<file path="config.mk">
export PLATFORM = sky130hd
export DESIGN_NAME = core_irq_router
export DESIGN_NICKNAME = d
export VERILOG_FILES = /design/src/rtl/irq_dist_pkg.sv /design/src/rtl/irq_cfg_regs.sv /design/src/rtl/irq_line_map.sv /design/src/rtl/irq_nmi_steer.sv /design/src/rtl/core_irq_router.sv
export SDC_FILE = /design/constraint.sdc
export NUM_CORES = 1
export LEC_CHECK = 0
export ABC_CLOCK_PERIOD_IN_PS = 1100
export BUFFER_PORTS_ARGS = -buffer_cell sky130_fd_sc_hd__buf_2
export CAP_MARGIN = 20
export CORE_AREA = 2 2 160 162
export DETAILED_ROUTE_END_ITERATION = 12
export DIE_AREA = 0 0 162 164
export GPL_ROUTABILITY_DRIVEN = 0
export PLACE_DENSITY = 0.4
export SLEW_MARGIN = 20
export SYNTH_ARGS = -nofsm -noshare
export SYNTH_HDL_FRONTEND = slang
export SYNTH_SLANG_ARGS = --single-unit
</file>
<file path="constraint.sdc">
create_clock -name clk -period 1.1 [get_ports clk]
set_clock_uncertainty 0.05 [all_clocks]
set_input_delay 0.11 -clock clk [delete_from_list [all_inputs] [get_ports clk]]
set_output_delay 0.11 -clock clk [all_outputs]
set_load 0.1 [all_outputs]
</file>
<file path="src/rtl/irq_dist_pkg.sv">
package irq_dist_pkg;

    localparam int BASE_LINES = 32;
    localparam int NUM_CORES  = 2;
    localparam int NUM_XNMI   = 2;
    localparam int NUM_PPU    = 11;

    // line positions
    localparam int L_NSWD_RST = 0;
    localparam int L_NSWD     = 1;
    localparam int L_TAON     = 2;
    localparam int L_TMR0     = 3;
    localparam int L_TMR1     = 4;
    localparam int L_DTMR     = 5;
    localparam int L_MU0      = 6;
    localparam int L_MU1      = 7;
    localparam int L_CRYPTO   = 8;
    localparam int L_MPC      = 9;
    localparam int L_PPC      = 10;
    localparam int L_MSC      = 11;
    localparam int L_BRIDGE   = 12;
    localparam int L_ICACHE   = 13;
    localparam int L_PPU_LO   = 15;
    localparam int L_PPU_HI   = 22;
    localparam int L_CTI      = 28;

    localparam logic [7:0]  ROUTE_RST   = 8'h01;
    localparam logic [7:0]  ROUTE_WMASK = 8'hF3;
    localparam logic [31:0] BASE_WAKE   = 32'h0000_1FFF;

    typedef struct packed {
        logic [7:0] route;
        logic       nswd_en;
    } cfg_t;

    typedef struct packed {
        logic               wd_ns_rst;
        logic               wd_ns;
        logic               tmr_aon;
        logic               tmr0;
        logic               tmr1;
        logic               dtmr;
        logic               crypto;
        logic               mpc;
        logic               ppc;
        logic               msc;
        logic               bridge;
        logic [NUM_PPU-1:0] ppu;
    } shared_src_t;

endpackage

</file>
<file path="src/rtl/irq_cfg_regs.sv">
module irq_cfg_regs
    import irq_dist_pkg::*;
(
    input  logic       clk,
    input  logic       rst_n,
    input  logic       wr,
    input  logic       sel,
    input  logic [7:0] wdata,
    output logic [7:0] rdata,
    output cfg_t       cfg
);

    cfg_t cfg_d, cfg_q;

    always_comb begin
        cfg_d = cfg_q;
        if (wr) begin
            if (sel) cfg_d.nswd_en = wdata[0];
            else     cfg_d.route   = wdata & ROUTE_WMASK;
        end
    end

    always_ff @(posedge clk or negedge rst_n) begin
        if (!rst_n) begin
            cfg_q.route   <= ROUTE_RST;
            cfg_q.nswd_en <= 1'b0;
        end else begin
            cfg_q <= cfg_d;
        end
    end

    assign cfg   = cfg_q;
    assign rdata = sel ? {7'b0, cfg_q.nswd_en} : cfg_q.route;

    AST_CFG_HOLD: assert property (@(posedge clk) disable iff (!rst_n)
        !wr |=> $stable(cfg_q));
    AST_ROUTE_GAP: assert property (@(posedge clk) disable iff (!rst_n)
        cfg_q.route[3:2] == 2'b00);

endmodule

</file>
<file path="src/rtl/irq_line_map.sv">
module irq_line_map
    import irq_dist_pkg::*;
#(
    parameter int CORE       = 0,
    parameter int NUM_EXP    = 64,
    parameter bit HAS_CRYPTO = 1'b1,
    parameter bit HAS_DBG_PD = 1'b1,
    localparam int NL        = BASE_LINES + NUM_EXP
)(
    input  shared_src_t          src,
    input  logic [1:0]           mu0,
    input  logic [1:0]           mu1,
    input  logic [1:0]           icache,
    input  logic [3:0]           cti,
    input  logic [NUM_EXP-1:0]   exp,
    output logic [NL-1:0]        lines
);

    logic [NUM_PPU-1:0] ppu_avail;

    // absent options force their power-policy lines low
    generate
        if (HAS_CRYPTO && HAS_DBG_PD) begin : g_ppu_full
            assign ppu_avail = src.ppu;
        end else begin : g_ppu_trim
            always_comb begin
                ppu_avail = src.ppu;
                if (!HAS_DBG_PD) ppu_avail[4:3] = 2'b00;
                if (!HAS_CRYPTO) ppu_avail[5]   = 1'b0;
            end
        end
    endgenerate

    always_comb begin
        lines                = '0;
        lines[L_NSWD_RST]    = src.wd_ns_rst;
        lines[L_NSWD]        = src.wd_ns;
        lines[L_TAON]        = src.tmr_aon;
        lines[L_TMR0]        = src.tmr0;
        lines[L_TMR1]        = src.tmr1;
        lines[L_DTMR]        = src.dtmr;
        lines[L_MU0]         = mu0[CORE];
        lines[L_MU1]         = mu1[CORE];
        lines[L_CRYPTO]      = HAS_CRYPTO ? src.crypto : 1'b0;
        lines[L_MPC]         = src.mpc;
        lines[L_PPC]         = src.ppc;
        lines[L_MSC]         = src.msc;
        lines[L_BRIDGE]      = src.bridge;
        lines[L_ICACHE]      = icache[CORE];
        lines[L_PPU_LO +: 6] = ppu_avail[5:0];
        lines[L_PPU_HI +: 5] = ppu_avail[10:6];
        lines[L_CTI]         = cti[2*CORE];
        lines[L_CTI+1]       = cti[2*CORE+1];
        lines[BASE_LINES +: NUM_EXP] = exp;
    end

endmodule

</file>
<file path="src/rtl/irq_nmi_steer.sv">
module irq_nmi_steer
    import irq_dist_pkg::*;
(
    input  logic                 wd_sec,
    input  logic                 wd_aon,
    input  logic [NUM_XNMI-1:0]  xnmi,
    input  logic [7:0]           route,
    output logic [NUM_CORES-1:0] nmi
);

    logic wd_merged;
    assign wd_merged = wd_sec | wd_aon;

    generate
        for (genvar c = 0; c < NUM_CORES; c++) begin : g_core
            assign nmi[c] = (wd_merged & route[c])
                          | (|(xnmi & route[4 + NUM_XNMI*c +: NUM_XNMI]));
        end
    endgenerate

endmodule

</file>
<file path="src/rtl/core_irq_router.sv">
module core_irq_router
    import irq_dist_pkg::*;
#(
    parameter int                 NUM_EXP    = 64,
    parameter bit                 HAS_CRYPTO = 1'b1,
    parameter bit                 HAS_DBG_PD = 1'b1,
    parameter logic [NUM_EXP-1:0] EXP_WAKE   = '1,
    localparam int                NL         = BASE_LINES + NUM_EXP
)(
    input  logic               clk,
    input  logic               rst_n,
    input  logic               reg_wr,
    input  logic               reg_sel,
    input  logic [7:0]         reg_wdata,
    output logic [7:0]         reg_rdata,
    input  logic               wd_sec_irq,
    input  logic               wd_aon_irq,
    input  logic               wd_ns_rst_req,
    input  logic               wd_ns_irq,
    input  logic               tmr_aon_irq,
    input  logic               tmr0_irq,
    input  logic               tmr1_irq,
    input  logic               dtmr_irq,
    input  logic [1:0]         mu0_irq,
    input  logic [1:0]         mu1_irq,
    input  logic               crypto_irq,
    input  logic               mpc_irq,
    input  logic               ppc_irq,
    input  logic               msc_irq,
    input  logic               bridge_irq,
    input  logic [1:0]         icache_irq,
    input  logic [3:0]         cti_irq,
    input  logic [10:0]        ppu_irq,
    input  logic [NUM_EXP-1:0] exp_irq,
    input  logic [1:0]         exp_nmi,
    input  logic [1:0]         txev,
    output logic [1:0]         rxev,
    output logic [NL-1:0]      irq_c0,
    output logic [NL-1:0]      irq_c1,
    output logic [1:0]         nmi_out,
    output logic [NL-1:0]      wake_flags,
    output logic               nmi_wake,
    output logic               sys_rst_req
);

    cfg_t        cfg;
    shared_src_t src;
    logic [NL-1:0] vec [NUM_CORES];

    irq_cfg_regs u_cfg (
        .clk   (clk),
        .rst_n (rst_n),
        .wr    (reg_wr),
        .sel   (reg_sel),
        .wdata (reg_wdata),
        .rdata (reg_rdata),
        .cfg   (cfg)
    );

    always_comb begin
        src.wd_ns_rst = wd_ns_rst_req;
        src.wd_ns     = wd_ns_irq;
        src.tmr_aon   = tmr_aon_irq;
        src.tmr0      = tmr0_irq;
        src.tmr1      = tmr1_irq;
        src.dtmr      = dtmr_irq;
        src.crypto    = crypto_irq;
        src.mpc       = mpc_irq;
        src.ppc       = ppc_irq;
        src.msc       = msc_irq;
        src.bridge    = bridge_irq;
        src.ppu       = ppu_irq;
    end

    generate
        for (genvar c = 0; c < NUM_CORES; c++) begin : g_map
            irq_line_map #(
                .CORE       (c),
                .NUM_EXP    (NUM_EXP),
                .HAS_CRYPTO (HAS_CRYPTO),
                .HAS_DBG_PD (HAS_DBG_PD)
            ) u_map (
                .src    (src),
                .mu0    (mu0_irq),
                .mu1    (mu1_irq),
                .icache (icache_irq),
                .cti    (cti_irq),
                .exp    (exp_irq),
                .lines  (vec[c])
            );
        end
    endgenerate

    assign irq_c0 = vec[0];
    assign irq_c1 = vec[1];

    irq_nmi_steer u_nmi (
        .wd_sec (wd_sec_irq),
        .wd_aon (wd_aon_irq),
        .xnmi   (exp_nmi),
        .route  (cfg.route),
        .nmi    (nmi_out)
    );

    assign sys_rst_req = wd_ns_rst_req & cfg.nswd_en;
    assign wake_flags  = {EXP_WAKE, BASE_WAKE};
    assign nmi_wake    = 1'b1;
    assign rxev        = {txev[0], txev[1]};

    AST_RST_MASKED: assert property (@(posedge clk) disable iff (!rst_n)
        !cfg.nswd_en |-> !sys_rst_req);
    AST_LINE0_SRC: assert property (@(posedge clk) disable iff (!rst_n)
        irq_c0[0] == wd_ns_rst_req && irq_c1[0] == wd_ns_rst_req);
    AST_NMI_CAUSE: assert property (@(posedge clk) disable iff (!rst_n)
        (nmi_out != 2'b00) |-> (wd_sec_irq || wd_aon_irq || exp_nmi != 2'b00));
    AST_ICACHE_OWN: assert property (@(posedge clk) disable iff (!rst_n)
        irq_c0[13] == icache_irq[0] && irq_c1[13] == icache_irq[1]);

endmodule

</file>
Word level (Yosys, flattened, before mapping) --
Index checks and enable logic that the tools add are counted.
Operators by class: reductions and logical operators 4, multiplexer cells 1, bitwise operators 9
Operators by type and width (number):
- $mux W8 | 1
- $and A2 B2 Y2 | 2
- $reduce_and A2 Y1 | 2
- $reduce_or A2 Y1 | 2
- $and A1 B1 Y1 | 3
- $or A1 B1 Y1 | 3
- $not A1 Y1 | 1
Word-level totals: word-level logic and storage cells 16, output and inout port bits 302, register bits after elaboration 7, input port bits 114

Depth between registers and ports, before layout --
depth after elaboration 3, gate-level depth with buffers 3, mapped depth without buffers 2

By module --
A second synthesis with hierarchy kept.
Unflattened totals: cells, all modules 330, area total of the unflattened synthesis 2628.8 µm²
Modules (own cells, without submodules):
- irq_line_map | cells an instance 97, seq. area each 0.0 µm², area an instance 724.4 µm², times used 2
- core_irq_router | cells an instance 102, seq. area each 0.0 µm², area an instance 757.0 µm², times used 1
- irq_cfg_regs | cells an instance 28, seq. area each 176.4 µm², area an instance 390.4 µm², times used 1
- irq_nmi_steer | cells an instance 6, seq. area each 0.0 µm², area an instance 32.5 µm², times used 1

Least setup slack after synthesis --
Ideal clock, no wire load.
kind register to output, from reg, netlist name u_cfg.cfg[1], to out nmi_out[0], cell stages (with the launch flop) 3, data arrival time 1232 ps, path slack -292 ps, buffers on the path 0, data required time 940 ps, path through dfstp_2 -> o21ai_0 -> nand2_1
Between the ends: cells in the longest elaborated chain, start to end 2
RTL lines:
- $and A1 B1 Y1 | line irq_nmi_steer.sv:16 | assign nmi[c] = (wd_merged & route[c])
- $or A1 B1 Y1 | line irq_nmi_steer.sv:17 | | (|(xnmi & route[4 + NUM_XNMI*c +: NUM_XNMI]));
- to (decl) | line core_irq_router.sv:40 | output logic [1:0] nmi_out,
Every way passes these cells.

Worst setup path in the final report --
from reg, netlist name u_cfg.cfg[1], to out nmi_out[0]
Between the ends: cells in the longest elaborated chain, start to end 2
RTL lines (line):
- $and A1 B1 Y1 | irq_nmi_steer.sv:16
- $or A1 B1 Y1 | irq_nmi_steer.sv:17
Every way passes these cells.

==> results list <==
* Final Cycle Share: 116.4%
* Dominant combinational cell family by area after synthesis: buffers and inverters
- CTS placed an instance of sky130_fd_sc_hd__clkbuf_16 at the clock tree root.
- CTS tree: yes
* Initial antenna violation count: 0
* TritonRoute pass-1 iters: 3
- STA classifies the critical path endpoint as an output port.
- The design draws 3365 µW.
* Share of synthesized area occupied by flip-flops and latches: about 6.8%
* Clock transition at the registers of the reported paths: around 0.04 ns
- After layout, the worst setup slack is -0.1804 ns.
* Proportion of netlist area held by the largest area contributor: 84.52%
- The die covers around 27000 µm².
* Post-route worst hold slack: a little under 0.07 ns
- Max-capacitance violation count: 0
- For this run, the total global-route usage over all layers was measured as under 10%.
- Yosys printed 0 warnings.
* Violations in the final reports: negative setup slack
- Global-route wire length before repair: roughly 5700 µm
- Counting cells, the worst reg-to-reg path comes to 4.
* Class of the tightest hold or removal check: in2reg
* Mux contribution to synthesized area: ~4.3%
* Number of hold-slack violations in the final timing report: 0
* Iteration-0 DRC count of the detailed router: 24
- Derived from the worst setup path, the maximum achievable clock frequency is about 800 MHz.
* Non-filler cells, final: 505
- At the worst endpoint, the required time is approximately 0.94 ns.
- Post-layout min period: between 1 and 1.5 ns
* Number of global-route vias before repair: about 770
* Number of sinks driven by the clock tree: 7
* CP Class: reg2out
- Setup Viol. Count Final: 10
* Number of flip-flops in the largest register: 7
* Final Routed Wirelength: 4816 µm
- In this run the vertical extent of the chip is between 150 and 200 µm.
* XOR/XNOR Fraction of Synth Area: 0%
* Clock insertion delay at the later pin of the skew report: around 0.23 ns
* Power density over the cells: ~2000 nW/µm²
* Arrival time at the worst endpoint: around 1.1 ns
- In this run the core area contains 58 standard-cell rows.
- After floorplanning, the core was sized to cover 24820 µm².
* Width of the chip: between 150 and 200 µm
* Simple-gate share of the synthesized area: approximately 2.7%
- Area contributors post-synth: sky130_fd_sc_hd__buf_4 85%, sky130_fd_sc_hd__dfrtp_1 5.8%, sky130_fd_sc_hd__mux2_4 3.5%
* Pin count of the biggest net entering global routing: 8
- # IOs: between 400 and 500
- The synthesized design spends more area on one cell type than any other, namely sky130_fd_sc_hd__buf_4.
- Post-place instance area: around 1500 µm²
- The wire-length estimate of the detail-placed layout is 4149 µm.
- A synthesized cell averages 8.008 µm².
- After synthesis, the netlist uses 13 different library cells.
- Summing the areas of all compound-gate instances in the mapped netlist gives less than 1% of the synthesized area.
* Fraction of the mapped netlist area in adder cells: 0%
- Number of register bits inferred by synthesis: 7
- Highest net fanout along the worst path: 3
* Pre-CTS setup slack: -0.06501 ns
* Detail-routed net length per standard cell: about 9.5 µm
- For this run, design rule violations remaining after detail routing come to 0.
- After global routing the overflow that remains totals 0.
- Crit path launch type: flip-flop
- Once the floorplan was initialized, standard cells occupied 10.49% of the core.
- Level count of the clock H-tree: 1
* Final Max Tran Viols: 0
- The number of antenna diodes in the final layout is 0.
- Setup repair after global routing could not meet its margin everywhere.
- For this run, the post-layout net count is a little under 300.
* Placed insts: 497
- Compared with the post-synthesis result, the final layout area differs by -35.58%.
- No sink is reached through more buffers than the 2 on the longest clock path.
* Via-to-Cell Ratio: about 1.7
* Leakage component of the power: between 0.0007 and 0.0008 µW
- In this run the cell area of the synthesized design comes to between 2000 and 3000 µm².
- The flow ran to the end, but the final reports show violations.
* Number of clock buffers inserted by TritonCTS: 3
* Cell count after synthesis: around 330
* Fin area: between 1500 and 2000 µm²
- Via count: 852
- Highest ir drop seen on vdd: roughly 0.00084 V
- Residual antenna-violating net count after detailed routing: 0
- The post-route netlist has about a third of its cells at a drive strength greater than 1.
* IO buf count: 25
* Hold path cells: 2
worst max-delay path, stage by stage, from the launching register on:
cell                      delay (ns)
sky130_fd_sc_hd__dfstp_2        0.54
sky130_fd_sc_hd__o21ai_1        0.08
sky130_fd_sc_hd__nand2_2        0.09
sky130_fd_sc_hd__buf_12         0.18
cell families after synthesis:
group,Yosys count
buffers and inverters,294
AND/OR/NAND/NOR,10
multiplexers,8
flip-flops,7
AO/OA/AOI/OAI,4
other,2
power by group:
| group | internal, µW | switching [µW] |
|---|---|---|
| logic | 341 | 2080 |
| registers | 302 | 38.0 |
| clock network | 481 | 121 |
| total | 1120 | 2240 |
metal layers:
| metal | vias to the layer above | global-route usage, % | routed length (µm) |
|---|---|---|---|
| li1 | 284 | - | - |
| met3 | 89 | 2.702 | 1188 |
| met1 | 307 | 2.194 | 1040 |
| met2 | 172 | 3.075 | 1550 |
| met5 | - | 0 | 0 |
| met4 | 0 | 6.677 | 1037 |
area by class of cell:
cell class / count / area [µm²]
flip-flops and latches: 7 / 176.4
multi-input cells: 131 / 641.9
well taps: 330 / 412.9
repair buffers: 33 / 366.6
fillers: 2950 / 23140
clock buffers: 4 / 78.83
per-stage QoR:
| step | utilization, % | setup TNS, ns |
|---|---|---|
| finish | 6.755 | -1.338 |
| global route | 6.755 | -1.634 |
| CTS | 6.660 | -1.401 |
| detailed placement | 6.115 | -0.3318 |
| global placement | 6.115 | -0.1707 |
| floorplan | - | -0.1066 |
placed cells by master, fill, tap and decap left out, types with 2 or more instances in the layout:
| cell type | n |
|---|---|
| sky130_fd_sc_hd__and2b_2 | 5 |
| sky130_fd_sc_hd__buf_6 | 7 |
| sky130_fd_sc_hd__mux2_4 | 8 |
| sky130_fd_sc_hd__buf_12 | 10 |
| sky130_fd_sc_hd__conb_1 | 109 |
| sky130_fd_sc_hd__buf_2 | 14 |
| sky130_fd_sc_hd__dfrtp_1 | 6 |
| sky130_fd_sc_hd__clkbuf_16 | 3 |
| sky130_fd_sc_hd__nand2_2 | 2 |
| sky130_fd_sc_hd__a22oi_2 | 2 |
cell usage after synthesis:
cell and instances:
sky130_fd_sc_hd__and2b_2 5, sky130_fd_sc_hd__buf_4 293, sky130_fd_sc_hd__nor2b_2 1, sky130_fd_sc_hd__conb_1 2
sky130_fd_sc_hd__dfrtp_1 6, sky130_fd_sc_hd__and2_1 1, sky130_fd_sc_hd__a22oi_1 2, sky130_fd_sc_hd__dfstp_2 1
sky130_fd_sc_hd__mux2_2 2, sky130_fd_sc_hd__mux2_4 6, sky130_fd_sc_hd__o21ai_0 2, sky130_fd_sc_hd__buf_6 1
sky130_fd_sc_hd__nand2_1 3
worst paths after layout:
check | slack, ns | end | startpoint
setup reg to reg | -0.03 | u_cfg.cfg[0] | u_cfg.cfg[0]
max in group asynchronous | 0.57 | u_cfg.cfg[1] | rst_n
hold / removal | 0.07 | u_cfg.cfg[6] | reg_wdata[5]
setup / recovery | -0.18 | nmi_out[0] | u_cfg.cfg[1]
min in group asynchronous | 0.20 | u_cfg.cfg[2] | rst_n
hold reg to reg | 0.55 | u_cfg.cfg[6] | u_cfg.cfg[6]
repair_timing:
item,4_1_cts,5_1_grt
setup buffers,2,1
resized for setup,10,4
hold endpoints to repair,7,0
setup endpoints to repair,9,9
pin swaps,1,1
hold buffers,1,0
Power figures use the tool's default switching activity.
